File: config.mk
export PLATFORM = sky130hd
export DESIGN_NAME = hsync_regen
export DESIGN_NICKNAME = d
export VERILOG_FILES = /design/src/rtl/hsr_pkg.sv /design/src/rtl/hsr_sampler.sv /design/src/rtl/hsr_pol_detect.sv /design/src/rtl/hsr_edge_detect.sv /design/src/rtl/hsr_pulse_gen.sv /design/src/rtl/hsync_regen.sv
export SDC_FILE = /design/constraint.sdc
export NUM_CORES = 1
export LEC_CHECK = 0
export ABC_CLOCK_PERIOD_IN_PS = 2000
export BUFFER_PORTS_ARGS = -buffer_cell sky130_fd_sc_hd__clkbuf_2
export CAP_MARGIN = 20
export CORE_ASPECT_RATIO = 0.9
export CORE_UTILIZATION = 30
export DETAILED_ROUTE_END_ITERATION = 16
export GPL_TIMING_DRIVEN = 1
export PLACE_DENSITY_LB_ADDON = 0.15
export SYNTH_ARGS = -nofsm -noshare
export SYNTH_HDL_FRONTEND = slang
export SYNTH_SLANG_ARGS = --single-unit
File: constraint.sdc
create_clock -name clk -period 2 [get_ports clk]
set_input_delay 0.4 -clock clk [delete_from_list [all_inputs] [get_ports clk]]
set_output_delay 0.4 -clock clk [all_outputs]
set_load 0.01 [all_outputs]
File: src/rtl/hsr_pkg.sv
package hsr_pkg;
  typedef enum logic {
    POL_HIGH = 1'b0,
    POL_LOW  = 1'b1
  } pol_e;

  localparam int unsigned DEF_LATENCY = 7;
  localparam int unsigned DEF_CNT_W   = 12;
  localparam int unsigned DEF_WIDTH_W = 8;
endpackage

File: src/rtl/hsr_sampler.sv
module hsr_sampler (
  input  logic clk,
  input  logic rst_n,
  input  logic sync_in,
  input  logic coast,
  output logic lvl,
  output logic rise,
  output logic fall,
  output logic coast_q
);
  logic lvl_d;

  always_ff @(posedge clk) begin
    if (!rst_n) begin
      lvl     <= 1'b0;
      lvl_d   <= 1'b0;
      coast_q <= 1'b0;
    end else begin
      lvl     <= sync_in;
      lvl_d   <= lvl;
      coast_q <= coast;
    end
  end

  assign rise = lvl & ~lvl_d;
  assign fall = ~lvl & lvl_d;
endmodule

File: src/rtl/hsr_pol_detect.sv
module hsr_pol_detect
  import hsr_pkg::*;
#(
  parameter int unsigned CNT_W = DEF_CNT_W
) (
  input  logic clk,
  input  logic rst_n,
  input  logic lvl,
  input  logic rise,
  input  logic coast_q,
  output logic valid,
  output pol_e pol
);
  localparam logic [CNT_W-1:0] CNT_MAX = {CNT_W{1'b1}};

  logic [CNT_W-1:0] hi_cnt, lo_cnt;
  logic             armed;

  always_ff @(posedge clk) begin
    if (!rst_n) begin
      hi_cnt <= '0;
      lo_cnt <= '0;
      armed  <= 1'b0;
      valid  <= 1'b0;
      pol    <= POL_HIGH;
    end else if (coast_q) begin
      hi_cnt <= '0;
      lo_cnt <= '0;
      armed  <= 1'b0;
    end else if (rise) begin
      if (armed) begin
        valid <= 1'b1;
        pol   <= (lo_cnt < hi_cnt) ? POL_LOW : POL_HIGH;
      end
      armed  <= 1'b1;
      hi_cnt <= {{(CNT_W-1){1'b0}}, 1'b1};
      lo_cnt <= '0;
    end else if (lvl) begin
      if (hi_cnt != CNT_MAX) hi_cnt <= hi_cnt + 1'b1;
    end else begin
      if (lo_cnt != CNT_MAX) lo_cnt <= lo_cnt + 1'b1;
    end
  end

  // the decision is frozen while coast is held
  assert_coast_hold_R8: assert property (@(posedge clk) disable iff (!rst_n)
    coast_q |=> ($stable(pol) && $stable(valid)));

  // once a decision exists it is never withdrawn outside reset
  assert_valid_sticky_R2: assert property (@(posedge clk) disable iff (!rst_n)
    valid |=> valid);
endmodule

File: src/rtl/hsr_edge_detect.sv
module hsr_edge_detect
  import hsr_pkg::*;
(
  input  logic rise,
  input  logic fall,
  input  logic coast_q,
  input  logic valid,
  input  pol_e pol,
  output logic lead
);
  logic into_active;

  always_comb begin
    into_active = (pol == POL_LOW) ? fall : rise;
    lead        = valid && !coast_q && into_active;
  end
endmodule

File: src/rtl/hsr_pulse_gen.sv
module hsr_pulse_gen #(
  parameter int unsigned LATENCY = hsr_pkg::DEF_LATENCY,
  parameter int unsigned WIDTH_W = hsr_pkg::DEF_WIDTH_W
) (
  input  logic               clk,
  input  logic               rst_n,
  input  logic               lead,
  input  logic [WIDTH_W-1:0] width_cfg,
  output logic               pulse_on
);
  localparam int unsigned STAGES = LATENCY - 1;

  logic [STAGES-1:0]  dly;
  logic               load;
  logic [WIDTH_W-1:0] cnt;
  logic [WIDTH_W-1:0] width_eff;

  generate
    if (STAGES == 1) begin : g_one
      always_ff @(posedge clk) begin
        if (!rst_n) dly <= '0;
        else        dly <= lead;
      end
    end else begin : g_chain
      always_ff @(posedge clk) begin
        if (!rst_n) dly <= '0;
        else        dly <= {dly[STAGES-2:0], lead};
      end
    end
  endgenerate

  assign load      = dly[STAGES-1];
  assign width_eff = (width_cfg == '0) ? {{(WIDTH_W-1){1'b0}}, 1'b1} : width_cfg;

  always_ff @(posedge clk) begin
    if (!rst_n)          cnt <= '0;
    else if (load)       cnt <= width_eff;
    else if (cnt != '0)  cnt <= cnt - 1'b1;
  end

  assign pulse_on = (cnt != '0);

  // a delayed edge turns the pulse on at the next edge
  assert_load_starts_R4: assert property (@(posedge clk) disable iff (!rst_n)
    load |=> pulse_on);

  // zero width yields a single cycle
  assert_zero_width_R6: assert property (@(posedge clk) disable iff (!rst_n)
    (load && width_cfg == '0) |=> (cnt == {{(WIDTH_W-1){1'b0}}, 1'b1}));

  // without a reload the count only falls
  assert_count_down_R5: assert property (@(posedge clk) disable iff (!rst_n)
    (!load && cnt != '0) |=> (cnt < $past(cnt)));
endmodule

File: src/rtl/hsync_regen.sv
module hsync_regen
  import hsr_pkg::*;
#(
  parameter int unsigned LATENCY = DEF_LATENCY,
  parameter int unsigned CNT_W   = DEF_CNT_W,
  parameter int unsigned WIDTH_W = DEF_WIDTH_W
) (
  input  logic               clk,
  input  logic               rst_n,
  input  logic               sync_in,
  input  logic               coast,
  input  logic               out_active_high,
  input  logic [WIDTH_W-1:0] width_cfg,
  output logic               sync_out,
  output logic               pol_valid,
  output logic               pol_active_low
);
  logic lvl, rise, fall, coast_q, lead, pulse_on;
  pol_e pol;

  hsr_sampler u_smp (
    .clk(clk), .rst_n(rst_n), .sync_in(sync_in), .coast(coast),
    .lvl(lvl), .rise(rise), .fall(fall), .coast_q(coast_q)
  );

  hsr_pol_detect #(.CNT_W(CNT_W)) u_pol (
    .clk(clk), .rst_n(rst_n), .lvl(lvl), .rise(rise), .coast_q(coast_q),
    .valid(pol_valid), .pol(pol)
  );

  hsr_edge_detect u_edge (
    .rise(rise), .fall(fall), .coast_q(coast_q), .valid(pol_valid),
    .pol(pol), .lead(lead)
  );

  hsr_pulse_gen #(.LATENCY(LATENCY), .WIDTH_W(WIDTH_W)) u_pulse (
    .clk(clk), .rst_n(rst_n), .lead(lead), .width_cfg(width_cfg),
    .pulse_on(pulse_on)
  );

  assign pol_active_low = (pol == POL_LOW);
  assign sync_out       = out_active_high ? pulse_on : ~pulse_on;

  // no pulse can appear before a polarity decision exists
  assert_quiet_until_valid_R10: assert property (@(posedge clk) disable iff (!rst_n)
    !pol_valid |-> (sync_out == !out_active_high));

  initial begin
    assert_latency_param_R4: assert (LATENCY >= 2);
  end
endmodule

Yosys cells after proc, flatten, opt, wreduce, memory -nomap -nowiden
Index checks and enable logic that the tools add are counted.
{"block": "totals", "reg_bits": 44, "input_bits": 13}
{"block": "op_classes", "addsub": 3, "muxes": 9, "order_cmp": 1, "eq_ne": 2, "reduce_logical": 14, "bitwise_logic": 7}
{"cell": "$add 12x1->12 const B", "n": 2}
{"cell": "$mux 8", "n": 3}
{"cell": "$ne 12x12->1 const B", "n": 2}
{"cell": "$lt 12x12->1", "n": 1}
{"cell": "$logic_not 8->1", "n": 1}
{"cell": "$reduce_bool 8->1", "n": 1}
{"cell": "$sub 8x1->8 const B", "n": 1}
{"cell": "$mux 1", "n": 6}
{"cell": "$reduce_and 2->1", "n": 3}
{"cell": "$reduce_bool 2->1", "n": 3}
{"cell": "$not 1->1", "n": 5}
{"cell": "$reduce_and 3->1", "n": 1}
{"cell": "$reduce_or 3->1", "n": 1}
{"cell": "$and 1x1->1", "n": 2}
{"cell": "$logic_and 1x1->1", "n": 2}
{"cell": "$reduce_or 2->1", "n": 1}
{"cell": "$logic_not 1->1", "n": 1}

Depth between registers and ports, before layout
{"block": "logic_depth", "ltp_word": 4, "ltp_mapped": 7, "depth_no_buf": 6}

Cells and area by module
Synthesis repeated with hierarchy kept, for this count alone.
{"block": "hier_totals", "cells_unflattened": 260, "area_unflattened_um2": 2364.8}
{"mod": "hsr_pol_detect", "instances": 1, "cells_each": 182, "area_each_um2": 1570.3}
{"mod": "hsr_pulse_gen", "instances": 1, "cells_each": 67, "area_each_um2": 671.9}
{"mod": "hsr_sampler", "instances": 1, "cells_each": 8, "area_each_um2": 91.3}
{"mod": "hsr_edge_detect", "instances": 1, "cells_each": 2, "area_each_um2": 22.5}
{"mod": "hsync_regen", "instances": 1, "cells_each": 1, "area_each_um2": 8.8}

Worst setup path after synthesis
Ideal clock, no wire load.
{"block": "synth_path", "path_type": "reg2out", "startpoint": "register u_pulse.cnt[0]", "endpoint": "output sync_out", "required_ps": 1600, "path_stages_with_launch": 7, "arrival_time_ps": 1458, "slack_ps": 142, "path_cell_list": "dfxtp_1 > inv_1 > ha_1 > nor3b_1 > and2_1 > clkbuf_1 > xor2_1"}
{"block": "synth_via", "elab_chain_len": 3}
{"item": "start, declared", "line": "hsr_pulse_gen.sv:15", "text": "logic [WIDTH_W-1:0] cnt;"}
{"item": "start signal, assigned", "line": "hsr_pulse_gen.sv:37", "text": "else if (load) cnt <= width_eff;"}
{"item": "start signal, assigned", "line": "hsr_pulse_gen.sv:38", "text": "else if (cnt != '0) cnt <= cnt - 1'b1;"}
{"item": "$reduce_bool 8->1 (*)", "line": "hsr_pulse_gen.sv:41", "text": "assign pulse_on = (cnt != '0);"}
{"item": "$not 1->1", "line": "hsync_regen.sv:42", "text": "assign sync_out = out_active_high ? pulse_on : ~pulse_on;"}
{"item": "$mux 1 (*)", "line": "hsync_regen.sv:42"}
{"item": "end, declared", "line": "hsync_regen.sv:14", "text": "output logic sync_out,"}
Every way passes the cells marked *; elsewhere a longest branch is shown, timed or not.

Worst setup path after layout
{"block": "layout_path", "startpoint": "register u_pulse.cnt[1]", "endpoint": "output sync_out"}
The elaborated chain is that of the path after synthesis.

==> reports/metrics.csv <==
metric,value,unit
ys.flop_type,dfxtp_1,
drc,0,
synth_top_area_share,38.0,%
drtIter0Drc,60,
synth_edf_count,0,
grt_pass1_vias,1841,
slowest_stage,dfxtp_2,
cts.clk_slew.worst_paths,90,ps
drtAntennaViolNets,0,
numCtsBuffers,5,
drive_gt1_share,16.9,%
n_antenna_cell,0,
grt_max_degree,20,
ys_top_cells_by_count,"dfxtp_1, nor2_1, a21oi_1",
postCtsSetupBuffers,0,
max-slew-margin-rel,58.4,%
ioPinCount,16,
synthTopCellsByArea,"dfxtp_1, ha_1, a21oi_1",
min_path_type,in -> reg,
yosys-mux-area-fraction,0.864,%
seqCellArea,883,sq um
async_reset_ff_share,0,%
finalCriticalPeriod,1880,ps
wl,5420,microns
synth_xor_area_share,3.03,%
area_delta_synth_final,18.3,%
avgSynthCellArea,8.45,sq um
antenna_found_initial,0,
power.density,914,nW/um^2
place.gp.congestion,0.775,
row_count,30,
multi_input_area,1400,sq um
vias_per_cell,5.02,
start_util,30.8,%
synth_top_family_by_area,simple AND/OR/NAND/NOR gates,
clock-sinks,44,
holdWs,304,ps
finalNetCount,329,
synthAdderAreaFrac,8.10,%
status,"finished, final reports clean",
yosysTopAreaCell,dfxtp_1,
worstPathArrival,1480,ps
critical_path_class,reg -> out,
tns,0,ps
fp.dieH,85.4,microns
synth-simple-area-share,28.1,%
coreArea,7510,sq um
port_buffers,15,
start_kind,flip-flop,
finalSetupViolCount,0,
cp_max_fo,4,
cts_tree,done,
dp_cells,390,
finalCritPeriodShare,93.8,%
critPathRequiredTime,1600,ps
place.detailed.hpwl,3960,microns
rsz0062_at_grt,false,
worst_path_largest_cell_delay,350,ps
clock_skew,6.34,ps
die-area,8080,sq um
ctsHoldBuffers,0,
fillCellCount,801,
yosysWarnings,0,
netlist_area,2320,sq um
ir_drop,0.283,mV
cts.path.max_buffers,2,
htreeDepth,2,
synth.distinct_cells,44,
synth_compound_area_share,18.4,%
drt-pass1-iter-count,4,
grt_use_total,14.7,%
wl_per_cell,13.6,microns
ys_seq_area_share,38.0,%
clock_latency,300,ps
cap_violations,0,
cp-end-kind,primary output,
crit_chain,inv_2 -> ha_4 -> nor3b_4 -> and2_4 -> xor2_1 -> buf_2,
overflow,0,
finalMaxSlewViolations,0,
syn_inst,274,
power_leakage,1.02,nW
fmax,533,MHz
synth_seq_cells,44,
yosysMostFrequentCell,dfxtp_1,
finalNonFillerCells,398,
worst_pin_slew,614,ps
via_count,1996,
synth.net_count,302,
hold_viol_final,0,
fp.dieW,94.6,microns
grt_pass1_wl,9130,microns
root_buffer,clkbuf_8,
## layout make-up
cell class                 instances  area share [%]
multi-input combinational        209            51.0
sequential                        44            32.3
timing repair buffer              26            5.76
tap                               96            4.39
clock buffer                       6            3.02
inverter                          15            2.15
clock inverter                     2            1.42
## placed cells by master (no fill, tap or decap), types with 2 or more instances in the layout
cell type / n
and4b_1: 2
and3_1: 5
mux2i_1: 2
ha_1: 14
o211ai_1: 3
a211oi_1: 4
o21ai_0: 18
a2111oi_0: 2
and2_1: 12
nor3b_1: 2
o31ai_1: 7
nor2_1: 26
nor3_1: 7
nand2_1: 13
dfxtp_2: 2
clkbuf_8: 6
a31o_2: 4
xor2_1: 2
dfxtp_1: 42
nand4_1: 5
nor2b_1: 4
a21oi_1: 20
or2_2: 2
nor4_1: 3
or3_1: 7
nand3b_1: 4
xnor2_1: 6
nand3_1: 12
inv_1: 12
clkbuf_2: 14
buf_4: 11
or4_1: 4
a31oi_1: 2
## per-stage QoR
step	setup slack (ps)	utilization (%)	instance area [sq um]	total power, mW
detailed placement	151	34.3	2570	1.67
global route	2.73	36.5	2740	2.70
floorplan	142	-	2320	1.47
global placement	219	34.3	2570	1.67
finish	124	36.5	2740	2.50
CTS	29.8	36.0	2700	2.44
## flip-flops by register name, indices dropped and copies added, names as in the netlist
register       count
u_pulse.cnt        8
u_smp.lvl          1
u_pol.pol          1
u_pol.valid        1
u_pol.armed        1
u_pol.hi_cnt      12
u_smp.lvl_d        1
u_pol.lo_cnt      12
u_pulse.dly        6
u_smp.coast_q      1
## metal layers
layer	GRT usage [%]	up-vias	part of all wire, %
li1	-	1057	-
met5	0	-	0
met2	20.8	22	42
met4	4.96	0	1.3
met3	2.96	8	2.3
met1	21.9	909	55
## path summary, 6_finish.rpt
kind | start | to | slack (ps) | cells after the start
setup / recovery | u_pulse.cnt[1]$_SDFFE_PN0P_ | sync_out | 120 | 6
hold / removal | coast | u_smp.coast_q$_SDFF_PN0_ | 300 | 2
setup reg to reg | u_pol.lo_cnt[0]$_SDFFE_PP0P_ | u_pol.lo_cnt[11]$_SDFFE_PP0P_ | 230 | 5
hold reg to reg | u_pulse.dly[1]$_SDFF_PN0_ | u_pulse.dly[2]$_SDFF_PN0_ | 440 | 1
## critical path: cells and delay by family (launching register included)
family	cells	cell delay (ps)
xor+xnor	1	120
simple gates	2	350
flops	1	350
buf+inv	2	220
fa+ha+maj	1	130
## cells by family after synthesis
group	Yosys count
AOI/OAI and AO/OA	67
xor gates and xnor gates	8
adders and majority gates	15
buffers and inverters	21
DFF	44
muxes	2
and+or+nand+nor	117
## where the power goes
part / total (mW) / leakage [nW] / switching, mW / internal, mW
logic: 0.707 / 0.597 / 0.307 / 0.401
registers: 1.06 / 0.358 / 0.101 / 0.957
clock network: 0.739 / 0.0614 / 0.330 / 0.409
total: 2.50 / 1.02 / 0.737 / 1.77
## timing repair
action,CTS,global route
resized for setup,3,11
endpoints found under the setup margin,1,4
pin swaps,0,0
(Power assumes the default switching activity.)
